File: src/rtl/frac_div_pkg.sv
// Shared constants for the dual-modulus fractional divider.
// Assumes nothing beyond IEEE 1800-2017.
package frac_div_pkg;

    // Smallest upper modulus accepted; lower programmed values are raised to it.
    localparam int MIN_MODULUS = 3;

    // Which of the two moduli a divide period uses.
    typedef enum logic {
        MOD_LOW  = 1'b0,   // divide by P-1
        MOD_HIGH = 1'b1    // divide by P
    } mod_sel_e;

endpackage

File: src/rtl/frac_div_cfg_clamp.sv
// Legalises the raw configuration words.
// P is raised to the minimum modulus, and N is limited to D.
// A D of zero passes through; the accumulator then always picks P.
// Purely combinational.
module frac_div_cfg_clamp
    import frac_div_pkg::*;
#(
    parameter int P_W    = 8,
    parameter int FRAC_W = 12
) (
    input  logic [P_W-1:0]    raw_p_i,
    input  logic [FRAC_W-1:0] raw_num_i,
    input  logic [FRAC_W-1:0] raw_den_i,
    output logic [P_W-1:0]    p_o,
    output logic [FRAC_W-1:0] num_o,
    output logic [FRAC_W-1:0] den_o
);

    localparam logic [P_W-1:0] P_FLOOR = P_W'(MIN_MODULUS);

    // Apply the floor on P and the ceiling on N.
    always_comb begin
        p_o   = (raw_p_i < P_FLOOR) ? P_FLOOR : raw_p_i;
        num_o = (raw_num_i > raw_den_i) ? raw_den_i : raw_num_i;
        den_o = raw_den_i;
    end

endmodule

File: src/rtl/frac_div_accum.sv
// First-order rational accumulator.
// On every period start (step_i) it adds the numerator.
// It requests the upper modulus when the sum reaches the denominator, and then subtracts the denominator.
// Assumes num_i <= den_i, so the state never grows.
module frac_div_accum
    import frac_div_pkg::*;
#(
    parameter int FRAC_W = 12
) (
    input  logic              clk,
    input  logic              rst_n,
    input  logic              step_i,
    input  logic [FRAC_W-1:0] num_i,
    input  logic [FRAC_W-1:0] den_i,
    output mod_sel_e          pick_o
);

    logic [FRAC_W-1:0] acc_q;
    logic [FRAC_W-1:0] acc_d;
    logic [FRAC_W:0]   sum;
    logic [FRAC_W:0]   diff;
    logic              reach;

    // Form the candidate sum and decide the modulus for the coming period.
    always_comb begin
        sum    = {1'b0, acc_q} + {1'b0, num_i};
        diff   = sum - {1'b0, den_i};
        reach  = (sum >= {1'b0, den_i});
        pick_o = reach ? MOD_HIGH : MOD_LOW;
        acc_d  = reach ? diff[FRAC_W-1:0] : sum[FRAC_W-1:0];
    end

    // Hold the residue between period starts.
    always_ff @(posedge clk) begin
        if (!rst_n) begin
            acc_q <= '0;
        end else if (step_i) begin
            acc_q <= acc_d;
        end
    end

endmodule

File: src/rtl/frac_div_modcnt.sv
// Dual-modulus down-counter.
// At the end of a period it loads P or P-1, as pick_i asks, and raises a single-cycle pulse.
// Assumes p_i >= 3, so both moduli are at least 2 clocks.
module frac_div_modcnt
    import frac_div_pkg::*;
#(
    parameter int P_W = 8
) (
    input  logic           clk,
    input  logic           rst_n,
    input  logic [P_W-1:0] p_i,
    input  mod_sel_e       pick_i,
    output logic           boundary_o,
    output logic           pulse_o,
    output mod_sel_e       mod_o
);

    localparam logic [P_W-1:0] ONE = P_W'(1);

    logic [P_W-1:0] cnt_q;
    logic [P_W-1:0] load_val;

    // A period ends when the counter is on its last clock, or right after reset.
    always_comb begin
        boundary_o = (cnt_q <= ONE);
        load_val   = (pick_i == MOD_HIGH) ? p_i : (p_i - ONE);
    end

    // Count down, reload at the boundary and flag the new period.
    always_ff @(posedge clk) begin
        if (!rst_n) begin
            cnt_q   <= '0;
            pulse_o <= 1'b0;
            mod_o   <= MOD_LOW;
        end else if (boundary_o) begin
            cnt_q   <= load_val;
            pulse_o <= 1'b1;
            mod_o   <= pick_i;
        end else begin
            cnt_q   <= cnt_q - ONE;
            pulse_o <= 1'b0;
        end
    end

endmodule

File: src/rtl/frac_div_ctrl.sv
// Top of the dual-modulus fractional divider controller.
// It divides clk by P or P-1 per period so that the average ratio is (P-1)+N/D.
// Configuration is consumed only on the clock that starts a period.
// Reset is synchronous and active low.
module frac_div_ctrl
    import frac_div_pkg::*;
#(
    parameter int P_W    = 8,
    parameter int FRAC_W = 12
) (
    input  logic              clk,
    input  logic              rst_n,
    input  logic [P_W-1:0]    cfg_p,
    input  logic [FRAC_W-1:0] cfg_num,
    input  logic [FRAC_W-1:0] cfg_den,
    output logic              div_pulse,
    output logic              mod_hi
);

    logic [P_W-1:0]    p_eff;
    logic [FRAC_W-1:0] num_eff;
    logic [FRAC_W-1:0] den_eff;
    logic              boundary;
    mod_sel_e          pick;
    mod_sel_e          mod_cur;

    frac_div_cfg_clamp #(.P_W(P_W), .FRAC_W(FRAC_W)) u_clamp (
        .raw_p_i   (cfg_p),
        .raw_num_i (cfg_num),
        .raw_den_i (cfg_den),
        .p_o       (p_eff),
        .num_o     (num_eff),
        .den_o     (den_eff)
    );

    frac_div_accum #(.FRAC_W(FRAC_W)) u_accum (
        .clk    (clk),
        .rst_n  (rst_n),
        .step_i (boundary),
        .num_i  (num_eff),
        .den_i  (den_eff),
        .pick_o (pick)
    );

    frac_div_modcnt #(.P_W(P_W)) u_cnt (
        .clk        (clk),
        .rst_n      (rst_n),
        .p_i        (p_eff),
        .pick_i     (pick),
        .boundary_o (boundary),
        .pulse_o    (div_pulse),
        .mod_o      (mod_cur)
    );

    // Present the modulus flag as a plain bit.
    assign mod_hi = (mod_cur == MOD_HIGH);

endmodule

File: config.mk
export PLATFORM = sky130hd
export DESIGN_NAME = frac_div_ctrl
export DESIGN_NICKNAME = d
export VERILOG_FILES = /design/src/rtl/frac_div_pkg.sv /design/src/rtl/frac_div_cfg_clamp.sv /design/src/rtl/frac_div_accum.sv /design/src/rtl/frac_div_modcnt.sv /design/src/rtl/frac_div_ctrl.sv
export SDC_FILE = /design/constraint.sdc
export NUM_CORES = 1
export LEC_CHECK = 0
export CORE_MARGIN = 2
export CORE_UTILIZATION = 30
export DETAILED_ROUTE_END_ITERATION = 7
export SLEW_MARGIN = 15
export SYNTH_ARGS = -nofsm -noshare
export SYNTH_HDL_FRONTEND = slang
export SYNTH_SLANG_ARGS = --single-unit
File: constraint.sdc
create_clock -name clk -period 5.9 [get_ports clk]
set_clock_uncertainty 0.2 [all_clocks]
set_input_delay 1.18 -clock clk [delete_from_list [all_inputs] [get_ports clk]]
set_output_delay 1.18 -clock clk [all_outputs]
set_load 0.02 [all_outputs]
# Word-level counts from Yosys, hierarchy flattened
# Index checks and enable logic that the tools add are counted.
classes:
  add_sub_neg: 4
  magnitude_cmp: 4
  mux: 7
op_table:
  columns: ["cell", "count"]
  rows:
  - ["12-bit two-way mux", 2]
  - ["8-bit two-way mux", 3]
  - ["8-bit by 1-bit subtractor with 8-bit output (second input constant)", 2]
  - ["12-bit by 12-bit adder with 13-bit output", 1]
  - ["13-bit by 12-bit >= comparator with 1-bit output", 1]
  - ["12-bit greater-than comparator", 1]
  - ["12-bit subtractor", 1]
  - ["8-bit by 1-bit <= comparator with 1-bit output (second input constant)", 1]
  - ["8-bit by 2-bit < comparator with 1-bit output (second input constant)", 1]
  - ["1-bit two-way mux", 2]
word_totals:
  regBits: 22
  input_bits: 34
  output_inout_bits: 2
  elab_cells: 19

# Longest topological paths before layout
logic_depth:
  depth_word: 7
  mapped_depth: 26
  ltp_nobuf: 24

# By module
# Synthesis repeated with hierarchy kept, for this count alone.
unflattened:
  hier_cells: 355
  area_unflattened_um2: 2886.5
by_module_without_submodules:
  columns: ["module", "instances", "cells_per_inst", "area_per_inst_um2", "seq_area_each_um2"]
  rows:
  - ["frac_div_accum", 1, 203, 1612.8, 240.2]
  - ["frac_div_modcnt", 1, 74, 648.1, 200.2]
  - ["frac_div_cfg_clamp", 1, 78, 625.6, 0.0]

# Worst setup path after synthesis
# No wires, ideal clock.
synth_timing:
  kind: "input -> register"
  startpoint: "input cfg_den[11]"
  endpoint: "register u_cnt.cnt_q[1]"
  setup_time_ns: 0.076
  t_arrival_ns: 5.815
  t_required_ns: 5.624
  slack_ns: -0.191
  cell_stages: 23
  path_buffers: 1
  cell_sequence: "inv_1 -> ha_1 -> nand4_1 -> or2_2 -> o221ai_1 -> o21a_1 -> buf_2 -> mux2_2 -> ha_1 -> fa_1 -> a211oi_2 -> o311a_1 -> o21bai_1 -> a21oi_1 -> xnor2_1 -> ha_1 -> and4_1 -> nand4_1 -> o211ai_1 -> a41o_4 -> nor2_4 -> mux2_2 -> o22ai_1"
synth_via:
  elab_chain_len: 7
synth_lines:
  columns: ["item", "line_no", "text"]
  rows:
  - ["from (decl)", "frac_div_ctrl.sv:15", "input logic [FRAC_W-1:0] cfg_den,"]
  - ["12-bit greater-than comparator", "frac_div_cfg_clamp.sv:24", "num_o = (raw_num_i > raw_den_i) ? raw_den_i : raw_num_i;"]
  - ["12-bit two-way mux", "frac_div_cfg_clamp.sv:24", null]
  - ["12-bit by 12-bit adder with 13-bit output", "frac_div_accum.sv:26", "sum = {1'b0, acc_q} + {1'b0, num_i};"]
  - ["13-bit by 12-bit >= comparator with 1-bit output *", "frac_div_accum.sv:28", "reach = (sum >= {1'b0, den_i});"]
  - ["1-bit two-way mux *", "frac_div_accum.sv:29", "pick_o = reach ? MOD_HIGH : MOD_LOW;"]
  - ["8-bit two-way mux *", "frac_div_modcnt.sv:26", "load_val = (pick_i == MOD_HIGH) ? p_i : (p_i - ONE);"]
  - ["8-bit two-way mux *", "frac_div_modcnt.sv:35", "end else if (boundary_o) begin"]
  - ["to (signal assigned)", "frac_div_modcnt.sv:36", "cnt_q <= load_val;"]
  - ["to (signal assigned)", "frac_div_modcnt.sv:40", "cnt_q <= cnt_q - ONE;"]
  - ["to (decl)", "frac_div_modcnt.sv:20", "logic [P_W-1:0] cnt_q;"]
# Every way passes the cells marked *; elsewhere a longest branch is shown, timed or not.
# A chain may end at the register's enable or synchronous reset.

# Worst setup path after layout
layout_timing:
  startpoint: "input cfg_den[9]"
  endpoint: "register u_accum.acc_q[7]"
layout_via:
  elab_chain_len: 5
  word_cells_on_any_way: 6
  cone_classes: "add/sub: 2; order compare: 2; mux: 2"
layout_lines:
  columns: ["item", "line_no", "text"]
  rows:
  - ["12-bit greater-than comparator", "frac_div_cfg_clamp.sv:24", null]
  - ["12-bit two-way mux", "frac_div_cfg_clamp.sv:24", null]
  - ["12-bit by 12-bit adder with 13-bit output", "frac_div_accum.sv:26", null]
  - ["12-bit subtractor / 13-bit by 12-bit >= comparator with 1-bit output (equally long branches)", "frac_div_accum.sv:27, frac_div_accum.sv:28", null]
  - ["12-bit two-way mux *", "frac_div_accum.sv:30", "acc_d = reach ? diff[FRAC_W-1:0] : sum[FRAC_W-1:0];"]
  - ["to (signal assigned)", "frac_div_accum.sv:36", "acc_q <= '0;"]
  - ["to (signal assigned)", "frac_div_accum.sv:38", "acc_q <= acc_d;"]
  - ["to (decl)", "frac_div_accum.sv:18", "logic [FRAC_W-1:0] acc_q;"]
# Marked as above.

==> impl_metrics.py <==
metrics = {
    "critical_path": {
        "worst_setup_path_start_kind": "input pin",
        "crit_path_max_incr_delay_ns": 0.37,
        "worstSetupPathType": "input pin to flip-flop",
        "cp_max_fo": 5,
        "endpoint_kind": "flip-flop",
        "r2r_slack_ns": 2.08,
        "cp.arrival_ns": 5.98,
        "r2r_start": "u_accum.acc_q[0]",
        "endpoint": "u_accum.acc_q[7]",
        "rr_worst_depth": 17,
        "cp_slowest_cell": "or3_1",
        "crit_top_cell": "buf_4",
        "r2r_end": "u_cnt.cnt_q[1]",
        "cp-startpoint": "cfg_den[9]",
        "required_ns": 5.92,
    },
    "placement": {
        "dp.final_hpwl_um": 5977,
        "gp_congestion": 0.9122,
        "dp_cells": 537,
        "io_buffers": 35,
    },
    "route": {
        "first_iter_violations": 136,
        "drc": 0,
        "vias_per_cell": 5.128,
        "vias": 3154,
        "wl_per_cell_um": 15.85,
        "firstDrtPassIters": 6,
        "antenna_left": 0,
        "wl_um": 9746,
    },
    "timing": {
        "maxSlewViolCount": 0,
        "period_needed_ns": 5.963,
        "max_slew_margin": 0.4181,
        "holdWs_ns": 0.3148,
        "hold_viol_final": 0,
        "setup_viol": 4,
        "setup_ws_ns": -0.06329,
        "tns_ns": -0.1171,
        "period_share": 1.011,
        "tightest_slew_ns": 0.8702,
        "fmax_mhz": 167.7,
        "rsz0062_at_grt": "yes",
    },
    "outcome": {
        "status": "finished, violations left",
        "violations": "setup timing",
    },
    "cts": {
        "cts_tree": "yes",
        "clock_path_buffers": 2,
        "h-tree-depth": 1,
        "clk_pin_slew_worst_paths_ns": 0.10,
        "clkSinkCount": 22,
        "clk_latency_ns": 0.28,
        "clockRootBuffer": "clkbuf_8",
        "cts-buffers-inserted": 3,
    },
    "synthesis": {
        "avgSynthCellArea_um2": 8.414,
        "netlist_instances": 320,
        "ys_top_cells_by_area": "ha_1, dfxtp_1, xnor2_1, mux2_2, a21oi_1",
        "async_flop_share": 0,
        "synth_top_area_frac": 0.1812,
        "yosysTopAreaCell": "ha_1",
        "syn-num-nets": 395,
        "yosys_register_bits": 22,
        "yosys_warnings": 0,
        "synth_seq_area_share": 0.1636,
        "syn-cell-area_mm2": 0.002693,
        "synth_edf_count": 0,
        "synth_ff_type": "dfxtp_1",
        "ys_types": 61,
    },
    "final_layout": {
        "drive_gt1_frac": 0.5424,
        "area_growth_pct": 79.60,
        "final_cell_count_no_fill": 615,
        "n_antenna_cell": 0,
        "nNetsFinal": 583,
        "ff_latch_area_um2": 440.4,
        "multi_input_area_mm2": 0.002590,
        "filler_cell_count": 767,
        "fin_util": 0.5545,
    },
    "floorplan": {
        "initial_utilization": 0.3088,
        "die_area_mm2": 0.009749,
        "ios": 36,
        "die_h_um": 98.74,
        "die_width_um": 98.74,
        "row_count": 34,
        "core_mm2": 0.008721,
    },
    "hold_path": {
        "hold_depth": 1,
        "min_path_type": "flip-flop to flip-flop",
    },
    "power_and_ir_drop": {
        "irDropWorstVdd_v": 0.0001768,
        "power_uw": 2189,
        "total_leakage_power_uw": 0.002230,
        "power.density_mw_per_mm2": 452.6,
    },
    "grt": {
        "track_usage": 0.1859,
        "grt_antenna_before_repair": 0,
        "grt_max_degree": 33,
        "grt_pass1_vias": 3151,
        "grt_pass1_wl_um": 14720,
        "grt_overflow": 0,
    },
    "run": {
        "drv_cap": 0,
    },
}
-- worst min path at each step --
stage / start / to / slack [ns]
after floorplan: u_accum.acc_q[2] / u_accum.acc_q[2] / 0.25
after global placement: u_cnt.mod_o / u_cnt.mod_o / 0.28
after detailed placement: u_cnt.mod_o / u_cnt.mod_o / 0.29
after CTS: u_cnt.mod_o / u_cnt.mod_o / 0.32
after global routing: u_accum.acc_q[2] / u_accum.acc_q[2] / 0.36
final: u_cnt.mod_o / u_cnt.mod_o / 0.31
-- per-layer routing --
metal	GRT usage	vias up	part of all wire
met5	0	-	0
met3	0.01631	26	0.029
li1	-	1553	-
met1	0.2291	1499	0.43
met4	0.06322	0	0.033
met2	0.3386	76	0.51
-- worst max-delay path: cells and delay by family --
family / cells / cell delay (ns)
buffers and inverters: 29 / 3.44
AO/OA/AOI/OAI: 4 / 0.56
AND/OR/NAND/NOR: 2 / 0.44
adder cells (fa/ha/maj): 1 / 0.35
-- cells by family after synthesis --
family	after synthesis	synth area share
compound gates	103	0.2584
xor+xnor	25	0.08132
fa+ha+maj	41	0.1961
buf+inv	26	0.05436
flops	22	0.1636
mux	21	0.08411
simple gates	82	0.1622
-- stage by stage --
stage / instance area [um^2] / setup WS (ns)
finish: 4836 / -0.06329
global route: 4836 / -0.1637
global placement: 3764 / -0.8748
CTS: 4489 / 0.0001674
floorplan: 2739 / 0.0005804
detailed placement: 3764 / -0.8802
-- repair_timing --
item | 4_1_cts | 5_1_grt
setup endpoints to repair | 21 | 21
resized for setup | 98 | 77
hold buffers | 0 | 0
pin swaps | 28 | 52
buffers inserted | 58 | 16
-- synth_stat cells, drive strengths merged, types with 4 or more instances --
cell type	number
a211oi	4
a21o	11
a21oi	29
a31oi	6
and3	4
clkbuf	4
dfxtp	22
ha	39
inv	19
mux2	13
mux2i	8
nand2	22
nand4	4
nor2	21
nor3	10
o21a	10
o21ai	24
xnor2	17
xor2	8
-- power by group --
part / leakage (uW) / switching [uW] / internal, uW
clock network: 0.0000357 / 63.0 / 90.9
registers: 0.000181 / 48.9 / 201
logic: 0.00201 / 823 / 961
total: 0.00223 / 935 / 1250
-- placed cells by master (no fill, tap or decap), drive strengths merged, types with 3 or more instances in the layout --
cell / netlist / routed
o22ai: 3 / 3
nor2: 21 / 21
clkdlybuf4s50: 0 / 11
xnor2: 17 / 17
and3: 4 / 4
buf: 2 / 167
inv: 19 / 19
o21a: 10 / 10
nand2b: 3 / 3
a21o: 11 / 11
dfxtp: 22 / 22
dlygate4sd2: 0 / 4
nand4: 4 / 4
xor2: 8 / 8
o21ai: 24 / 24
mux2i: 8 / 8
a211oi: 4 / 4
a31oi: 6 / 6
nor4: 3 / 3
clkbuf: 4 / 10
nand2: 22 / 22
nor3: 10 / 10
a21oi: 29 / 29
ha: 39 / 39
mux2: 13 / 13
-- area by class of cell --
cell class	count	area share
Clock buffer	3	0.008538
Tap cell	108	0.02794
Multi-Input combinational cell	272	0.5356
Sequential cell	22	0.09107
Timing Repair Buffer	190	0.3149
Clock inverter	1	0.006210
Inverter	19	0.01578
-- flip-flops by register name (all words and copies together), names as in the netlist --
register and flops:
u_accum.acc_q 12, u_cnt.pulse_o 1, u_cnt.mod_o 1, u_cnt.cnt_q 8
Note: power is estimated with default switching activity, not from simulation.
